**src/rtl/fu_hs_pkg.sv**
```systemverilog
package fu_hs_pkg;
  localparam int unsigned DATA_W  = 16;
  localparam int unsigned NUM_SRC = 2;
endpackage

```
**src/rtl/fu_operand_port.sv**
```systemverilog
module fu_operand_port #(
  parameter int unsigned DW = 16
) (
  input  logic          clk_i,
  input  logic          rst_ni,
  input  logic          start_i,
  input  logic          clr_i,
  input  logic          grant_i,
  input  logic [DW-1:0] src_i,
  output logic          req_o,
  output logic          got_o,
  output logic [DW-1:0] data_o
);
  logic          req_q, got_q;
  logic [DW-1:0] data_q;
  logic          take;

  assign take = req_q & grant_i & ~clr_i;

  always_ff @(posedge clk_i or negedge rst_ni) begin
    if (!rst_ni) begin
      req_q  <= 1'b0;
      got_q  <= 1'b0;
      data_q <= '0;
    end else if (clr_i) begin
      req_q <= 1'b0;
      got_q <= 1'b0;
    end else if (start_i) begin
      req_q <= 1'b1;
      got_q <= 1'b0;
    end else if (take) begin
      req_q  <= 1'b0;
      got_q  <= 1'b1;
      data_q <= src_i;
    end
  end

  assign req_o  = req_q;
  assign got_o  = got_q;
  assign data_o = data_q;

  AST_RD_DROP: assert property (@(posedge clk_i) disable iff (!rst_ni)
    req_q && grant_i |=> !req_q);
  AST_OPND_LATCH: assert property (@(posedge clk_i) disable iff (!rst_ni)
    req_q && grant_i && !clr_i |=> data_q == $past(src_i));
endmodule

```
**src/rtl/fu_add_stub.sv**
```systemverilog
module fu_add_stub #(
  parameter int unsigned DW = 16
) (
  input  logic          clk_i,
  input  logic          rst_ni,
  input  logic          flush_i,
  input  logic          in_valid_i,
  output logic          in_ready_o,
  input  logic [DW-1:0] a_i,
  input  logic [DW-1:0] b_i,
  output logic          out_valid_o,
  input  logic          out_ready_i,
  output logic [DW-1:0] out_data_o
);
  logic          vld_q;
  logic [DW-1:0] sum_q;

  assign in_ready_o = ~vld_q | out_ready_i;

  always_ff @(posedge clk_i or negedge rst_ni) begin
    if (!rst_ni) begin
      vld_q <= 1'b0;
      sum_q <= '0;
    end else if (flush_i) begin
      vld_q <= 1'b0;
    end else if (in_valid_i && in_ready_o) begin
      vld_q <= 1'b1;
      sum_q <= a_i + b_i;
    end else if (out_ready_i) begin
      vld_q <= 1'b0;
    end
  end

  assign out_valid_o = vld_q;
  assign out_data_o  = sum_q;

  AST_RES_HELD: assert property (@(posedge clk_i) disable iff (!rst_ni)
    vld_q && !out_ready_i && !flush_i |=> vld_q && $stable(sum_q));
endmodule

```
**src/rtl/fu_result_hold.sv**
```systemverilog
module fu_result_hold #(
  parameter int unsigned DW = 16
) (
  input  logic          clk_i,
  input  logic          rst_ni,
  input  logic          clr_i,
  input  logic          cap_i,
  input  logic [DW-1:0] cap_data_i,
  input  logic          shadow_ni,
  input  logic          wr_grant_i,
  output logic          res_vld_o,
  output logic          wr_req_o,
  output logic          done_o,
  output logic [DW-1:0] result_o
);
  logic          res_vld_q, wr_req_q;
  logic [DW-1:0] hold_q;
  logic          done;

  assign done = wr_req_q & wr_grant_i;

  always_ff @(posedge clk_i or negedge rst_ni) begin
    if (!rst_ni) begin
      res_vld_q <= 1'b0;
      wr_req_q  <= 1'b0;
      hold_q    <= '0;
    end else if (clr_i || done) begin
      res_vld_q <= 1'b0;
      wr_req_q  <= 1'b0;
    end else begin
      if (cap_i) begin
        hold_q    <= cap_data_i;
        res_vld_q <= 1'b1;
      end
      // rise only when shadow released; once high, hold
      if (res_vld_q && shadow_ni) wr_req_q <= 1'b1;
    end
  end

  assign res_vld_o = res_vld_q;
  assign wr_req_o  = wr_req_q;
  assign done_o    = done;
  assign result_o  = done ? hold_q : '0;

  AST_SHADOW_BLOCK: assert property (@(posedge clk_i) disable iff (!rst_ni)
    !shadow_ni && !wr_req_q |=> !wr_req_q);
  AST_SHADOW_KEEP: assert property (@(posedge clk_i) disable iff (!rst_ni)
    wr_req_q && !wr_grant_i && !clr_i |=> wr_req_q);
  AST_WR_NEEDS_RES: assert property (@(posedge clk_i) disable iff (!rst_ni)
    wr_req_q |-> res_vld_q);
endmodule

```
**src/rtl/fu_handshake_ctrl.sv**
```systemverilog
module fu_handshake_ctrl
  import fu_hs_pkg::*;
#(
  parameter int unsigned DW = DATA_W
) (
  input  logic               clk_i,
  input  logic               rst_ni,
  input  logic               issue_i,
  input  logic               kill_i,
  input  logic               shadow_ni,
  input  logic [DW-1:0]      src_a_i,
  input  logic [DW-1:0]      src_b_i,
  input  logic [NUM_SRC-1:0] rd_grant_i,
  input  logic               wr_grant_i,
  output logic               busy_o,
  output logic [NUM_SRC-1:0] rd_req_o,
  output logic               wr_req_o,
  output logic [DW-1:0]      alu_a_o,
  output logic [DW-1:0]      alu_b_o,
  output logic [DW-1:0]      result_o
);
  localparam int unsigned NS = NUM_SRC;

  logic          busy_q, sent_q;
  logic          issue_go, done;
  logic          alu_in_valid, alu_in_ready, alu_out_valid, alu_out_ready, cap;
  logic          res_vld;
  logic [DW-1:0] alu_sum;
  logic [NS-1:0] got, req;
  logic [DW-1:0] src  [NS];
  logic [DW-1:0] opnd [NS];

  assign src[0] = src_a_i;
  assign src[1] = src_b_i;

  assign issue_go = issue_i & ~busy_q & ~kill_i;

  for (genvar gi = 0; gi < NS; gi++) begin : g_port
    fu_operand_port #(.DW(DW)) u_port (
      .clk_i   (clk_i),
      .rst_ni  (rst_ni),
      .start_i (issue_go),
      .clr_i   (kill_i | done),
      .grant_i (rd_grant_i[gi]),
      .src_i   (src[gi]),
      .req_o   (req[gi]),
      .got_o   (got[gi]),
      .data_o  (opnd[gi])
    );
  end

  // one operation per issue
  assign alu_in_valid  = busy_q & (&got) & ~sent_q & ~kill_i;
  assign alu_out_ready = busy_q & ~res_vld;
  assign cap           = alu_out_valid & alu_out_ready & ~kill_i;

  fu_add_stub #(.DW(DW)) u_alu (
    .clk_i       (clk_i),
    .rst_ni      (rst_ni),
    .flush_i     (kill_i),
    .in_valid_i  (alu_in_valid),
    .in_ready_o  (alu_in_ready),
    .a_i         (opnd[0]),
    .b_i         (opnd[1]),
    .out_valid_o (alu_out_valid),
    .out_ready_i (alu_out_ready),
    .out_data_o  (alu_sum)
  );

  fu_result_hold #(.DW(DW)) u_hold (
    .clk_i      (clk_i),
    .rst_ni     (rst_ni),
    .clr_i      (kill_i),
    .cap_i      (cap),
    .cap_data_i (alu_sum),
    .shadow_ni  (shadow_ni),
    .wr_grant_i (wr_grant_i),
    .res_vld_o  (res_vld),
    .wr_req_o   (wr_req_o),
    .done_o     (done),
    .result_o   (result_o)
  );

  always_ff @(posedge clk_i or negedge rst_ni) begin
    if (!rst_ni) begin
      busy_q <= 1'b0;
      sent_q <= 1'b0;
    end else if (kill_i || done) begin
      busy_q <= 1'b0;
      sent_q <= 1'b0;
    end else if (issue_go) begin
      busy_q <= 1'b1;
      sent_q <= 1'b0;
    end else if (alu_in_valid && alu_in_ready) begin
      sent_q <= 1'b1;
    end
  end

  assign busy_o   = busy_q;
  assign rd_req_o = req;
  assign alu_a_o  = opnd[0];
  assign alu_b_o  = opnd[1];

  AST_BUSY_AFTER_ISSUE: assert property (@(posedge clk_i) disable iff (!rst_ni)
    issue_i && !busy_q && !kill_i |=> busy_q && rd_req_o == '1);
  AST_RD_IDLE: assert property (@(posedge clk_i) disable iff (!rst_ni)
    !busy_q |-> rd_req_o == '0);
  AST_WR_DONE: assert property (@(posedge clk_i) disable iff (!rst_ni)
    wr_req_o && wr_grant_i |=> !busy_q && !wr_req_o);
  AST_KILL_FLUSH: assert property (@(posedge clk_i) disable iff (!rst_ni)
    kill_i |=> !busy_q && rd_req_o == '0 && !wr_req_o);
  AST_WR_NOT_EARLY: assert property (@(posedge clk_i) disable iff (!rst_ni)
    got != '1 |-> !wr_req_o);
endmodule

```
**config.mk**
```make
export PLATFORM = sky130hd
export DESIGN_NAME = fu_handshake_ctrl
export DESIGN_NICKNAME = d
export VERILOG_FILES = /design/src/rtl/fu_hs_pkg.sv /design/src/rtl/fu_operand_port.sv /design/src/rtl/fu_add_stub.sv /design/src/rtl/fu_result_hold.sv /design/src/rtl/fu_handshake_ctrl.sv
export SDC_FILE = /design/constraint.sdc
export NUM_CORES = 1
export LEC_CHECK = 0
export ABC_CLOCK_PERIOD_IN_PS = 4190
export BUFFER_PORTS_ARGS = -buffer_cell sky130_fd_sc_hd__clkbuf_2
export CAP_MARGIN = 10
export CELL_PAD_IN_SITES_DETAIL_PLACEMENT = 0
export CELL_PAD_IN_SITES_GLOBAL_PLACEMENT = 1
export CORE_MARGIN = 1.5
export CORE_UTILIZATION = 42
export CTS_CLUSTER_DIAMETER = 200
export DETAILED_ROUTE_END_ITERATION = 10
export PLACE_DENSITY_LB_ADDON = 0.1
export SYNTH_ARGS = -nofsm -noshare
export SYNTH_HDL_FRONTEND = slang
export SYNTH_HIERARCHICAL = 1
export SYNTH_SLANG_ARGS = --single-unit
```
**constraint.sdc**
```tcl
create_clock -name clk_i -period 4.19 [get_ports clk_i]
set_input_delay 0.838 -clock clk_i [delete_from_list [all_inputs] [get_ports clk_i]]
set_output_delay 0.838 -clock clk_i [all_outputs]
set_load 0.05 [all_outputs]
```
# --- Word-level counts from Yosys, hierarchy flattened ---
# Cells that the tools add are included.
op_classes:
  bitwise: 23
  reduce_logical: 15
  mux: 25
  n_addsub: 1
ops:
  columns: ["operator", "n"]
  rows:
  - ["$mux W1", 24]
  - ["$add A16 B16 Y16", 1]
  - ["$mux W16", 1]
  - ["$and A1 B1 Y1", 13]
  - ["$reduce_bool A3 Y1", 4]
  - ["$not A1 Y1", 8]
  - ["$reduce_and A2 Y1", 3]
  - ["$reduce_and A3 Y1", 2]
  - ["$reduce_bool A2 Y1", 3]
  - ["$logic_and A1 B1 Y1", 2]
  - ["$or A1 B1 Y1", 2]
  - ["$logic_or A1 B1 Y1", 1]
totals:
  ff_bits: 73
  output_inout_bits: 52
  wordCells: 77
  inputBits: 40

# --- Depth between registers and ports, before layout ---
depth:
  ltp_word: 8
  depth_mapped: 8

# --- By module ---
# The synthesis kept the hierarchy.
modules_own_cells:
  columns: ["mod", "area_each_um2", "n_inst", "cells_each", "seq_area_each_um2"]
  rows:
  - ["fu_add_stub", 1506.4, 1, 170, 425.4]
  - ["fu_operand_port", 737.0, 2, 42, 450.4]
  - ["fu_result_hold", 875.8, 1, 61, 450.4]
  - ["fu_handshake_ctrl", 127.6, 1, 14, 50.0]

# --- Worst setup path before layout ---
# OpenSTA, ideal clock, no wires.
synth_timing:
  path_kind: "register to output"
  start: "register u_hold.wr_req_q (netlist: u_hold/wr_req_o)"
  end: "output result_o[10]"
  stages_incl_launch_ff: 4
  setup_slack_ns: 1.855
  t_arrival_ns: 1.497
  cell_sequence: "dfrtp_1 -> buf_6 -> clkbuf_1 -> and3_1"
synth_between:
  elab_chain_cells: 2
synth_rtl:
  columns: ["item", "line", "rtl"]
  rows:
  - ["start: declaration", "fu_result_hold.sv:16", "logic res_vld_q, wr_req_q;"]
  - ["start signal: assignment", "fu_result_hold.sv:25", "wr_req_q <= 1'b0;"]
  - ["start signal: assignment", "fu_result_hold.sv:29", "wr_req_q <= 1'b0;"]
  - ["start signal: assignment", "fu_result_hold.sv:36", "if (res_vld_q && shadow_ni) wr_req_q <= 1'b1;"]
  - ["$and A1 B1 Y1", "fu_result_hold.sv:20", "assign done = wr_req_q & wr_grant_i;"]
  - ["$mux W16", "fu_result_hold.sv:43", "assign result_o = done ? hold_q : '0;"]
  - ["end: declaration", "fu_handshake_ctrl.sv:20", "output logic [DW-1:0] result_o"]
# Every way passes these cells.

# --- Final worst setup path ---
layout_timing:
  start: "input kill_i"
  end: "register u_alu.sum_q[15] (netlist: u_alu/out_data_o[15])"
layout_between:
  elab_chain_cells: 4
layout_rtl:
  columns: ["item", "line", "rtl"]
  rows:
  - ["start: declaration", "fu_handshake_ctrl.sv:9", "input logic kill_i,"]
  - ["$not A1 Y1 (no line)", null, null]
  - ["$and A1 B1 Y1", "fu_handshake_ctrl.sv:53", "assign alu_in_valid = busy_q & (&got) & ~sent_q & ~kill_i;"]
  - ["via alu_in_valid", "fu_handshake_ctrl.sv:26", "logic alu_in_valid, alu_in_ready, alu_out_valid, alu_out_ready, cap;"]
  - ["$logic_and A1 B1 Y1", "fu_add_stub.sv:26", "end else if (in_valid_i && in_ready_o) begin"]
  - ["$reduce_and A2 Y1 (no line)", null, null]
  - ["end signal: assignment", "fu_add_stub.sv:28", "sum_q <= a_i + b_i;"]
  - ["end: declaration", "fu_add_stub.sv:16", "logic [DW-1:0] sum_q;"]
# The timed path passes the listed nets, and every way through them passes these cells.
# A chain may end at the register's enable or synchronous reset.

==> reports/metrics.yaml <==
drcViolationCount: 0
initial_core_util_pct: 43.3
finalWirelength_um: 7810
ys_types: 58
clock_latency_ns: 0.34
area_growth_pct: 16.8
place_inst: 518
gp_congestion: 0.789
finClkSkew_ns: 0.00864
reg2reg_from: "busy_o"
wl_per_cell_um: 14.6
synth_top_area_cell: "dfrtp_1"
required_ns: 4.42
yosys-top-cells-count: "dfrtp_1 (73), nand2_1 (32), mux2_4 (30)"
fin_cells: 534
cts_sinks: 73
vias_per_cell: 5.14
io_pins: 92
startpoint_type: "input pin"
num_rows: 35
synth_area_per_cell_um2: 12.1
crit_type: "in2reg"
cts_resized: 0
synthCells: 329
hp-start: "u_alu/out_data_o[6]"
max_stage_delay_ns: 0.45
initialDrtViolationCount: 120
crit_chain: "clkbuf_2 > nand4b_1 > nor2_1 > nand3b_1 > buf_4 > nand2_1 > o21ai_0 > mux2_1"
clockRootBuffer: "clkbuf_8"
overflow: 0
place_ws_ns: 1.37
period_share_pct: 59.3
report.final.slew_viol_count: 0
fmax_mhz: 402
grt_pass1_wl_um: 13300
leakage_uw: 0.00241
htreeDepth: 3
vias: 2743
ys.warnings.count: 6
ys_ff_latch: 73
setup_violations: 0
die_h_um: 100
ctsHoldBuffers: 0
die_area_um2: 10100
seq_area_frac_synth_pct: 45.9
crit_buf_inv: 2
path_delay_family: "simple AND/OR/NAND/NOR gates"
antenna_found_initial: 0
ant_nets: 0
setup.worst_path.start: "kill_i"
ys.flop_type: "dfrtp_1"
path_max_fanout: 17
synthTopCellsByArea: "dfrtp_1 (46%), mux2_4 (11%), mux2_2 (5.4%)"
synth_async_sr_flop_share_pct: 100
cts_buffer_depth: 2
io_buffers: 91
synth_area_um2: 3980
dpl.hpwl_um: 5780
cts_inserted_buffers: 9
coreArea_um2: 9200
grt_pass1_vias: 2575
synth_fp_nets: 385
maxCapViolations: 0
outcome: "finished, final reports clean"
clk_pin_slew_ns: 0.08
drive_gt1_share_pct: 42.3
slew_headroom_pct: 39.9
end_kind: "register"
power_density_nw_per_um2: 562
cp_data_arrival_time_ns: 2.71
rsz0062_at_grt: "no"
setup_tns_ns: 0
worst_slew_pin_slew_ns: 0.902
antenna_cells: 0
synth_edf_count: 0
layout_min_cycle_time_ns: 2.48
slowest_stage: "nand3b_1"
die_w_um: 100
cts_tree: "done"
synth_top_area_share_pct: 45.9
synth_most_common_cell: "dfrtp_1"
hp-class: "reg2reg"
grtUsageTotal_pct: 16.7
ir_worst_vdd_mv: 0.408
hold_viol: 0
grt_start_max_net_pins: 74
layout.nets: 474
setup_ws_ns: 1.71
firstDrtPassIters: 4
post_cts_buffers: 0
[registers in the layout, indices dropped and copies added (netlist names)]
| signal | cells |
|---|---|
| g_port.u_port/got_o | 2 |
| busy_o | 1 |
| u_hold/hold_q | 16 |
| u_alu/out_valid_o | 1 |
| g_port.u_port/data_o | 32 |
| u_alu/out_data_o | 16 |
| g_port.u_port/req_o | 2 |
| u_hold/wr_req_o | 1 |
| u_hold/res_vld_o | 1 |
| sent_q | 1 |
[metrics by stage]
step / util (%) / total power (uW) / area [um^2] / hold WS [ns]
after floorplan: - / 1740 / 3980 / 0.445
after global routing: 50.6 / 2760 / 4650 / 0.524
after CTS: 50.6 / 2640 / 4650 / 0.496
after detailed placement: 47.9 / 1960 / 4410 / 0.476
after global placement: 47.9 / 1950 / 4410 / 0.469
final: 50.6 / 2610 / 4650 / 0.483
[worst min-delay path, stage by stage (launching register included)]
cell and delay (ns):
dfrtp_1 0.35, nand2_1 0.04, o21ai_0 0.05
[layout make-up]
class / count / area [um^2]
fillers: 885 / 4540
flip-flops and latches: 73 / 1830
clock buffers: 10 / 128
well taps: 111 / 139
repair buffers: 94 / 480
inverters: 7 / 26.3
clock inverters: 6 / 115
multi-input cells: 233 / 1940
[power by group]
group / total [uW] / internal (uW) / leakage (uW) / switching [uW]
Combinational: 1070 / 355 / 0.00132 / 716
Sequential: 873 / 791 / 0.000969 / 82.0
Clock: 669 / 399 / 0.000117 / 270
[kinds of logic (layout without fill, tap and decap cells)]
kind of cell               count (synthesis)  after routing  share of synthesized area, %
DFF                                       73             73                          45.9
and+or+nand+nor                           96             96                          13.5
buffers and inverters                     23            117                          5.53
xor gates and xnor gates                  10             10                          2.20
adders and majority gates                 16             16                          5.21
AOI/OAI and AO/OA                         60             60                          10.5
muxes                                     51             51                          17.2
[layer usage]
layer	up-vias	part of all wire (%)	global-route usage [%]
met5	-	0	0
met4	0	1.2	6.28
met3	7	4.4	3.62
met2	80	43	23.5
met1	1282	51	25.1
li1	1374	-	-
[path summary, 6_finish.rpt]
kind                                               end  slack (ns)  cells after the start
setup / recovery                  u_alu/out_data_o[15]        1.71                      8
hold / removal                     u_alu/out_data_o[6]        0.48                      2
setup reg to reg                  u_alu/out_data_o[15]        1.94                      7
hold reg to reg                    u_alu/out_data_o[6]        0.48                      2
max in group asynchronous  g_port[0].u_port/data_o[15]        2.97                      1
min in group asynchronous             u_hold/hold_q[0]        0.60                      1
[placed cells by master (no fill, tap or decap), types with 5 or more instances in the layout]
cell / n
dfrtp_1: 73
nor3_1: 5
and3_2: 7
ha_1: 15
xor2_1: 7
nand2_1: 32
clkbuf_2: 90
o21ai_0: 12
inv_1: 7
mux2_2: 19
mux2_4: 30
clkbuf_8: 9
nand4_1: 11
a21oi_1: 19
and3_1: 11
nor2_1: 9
o21a_1: 6
Note: power is estimated with default switching activity, not from simulation.
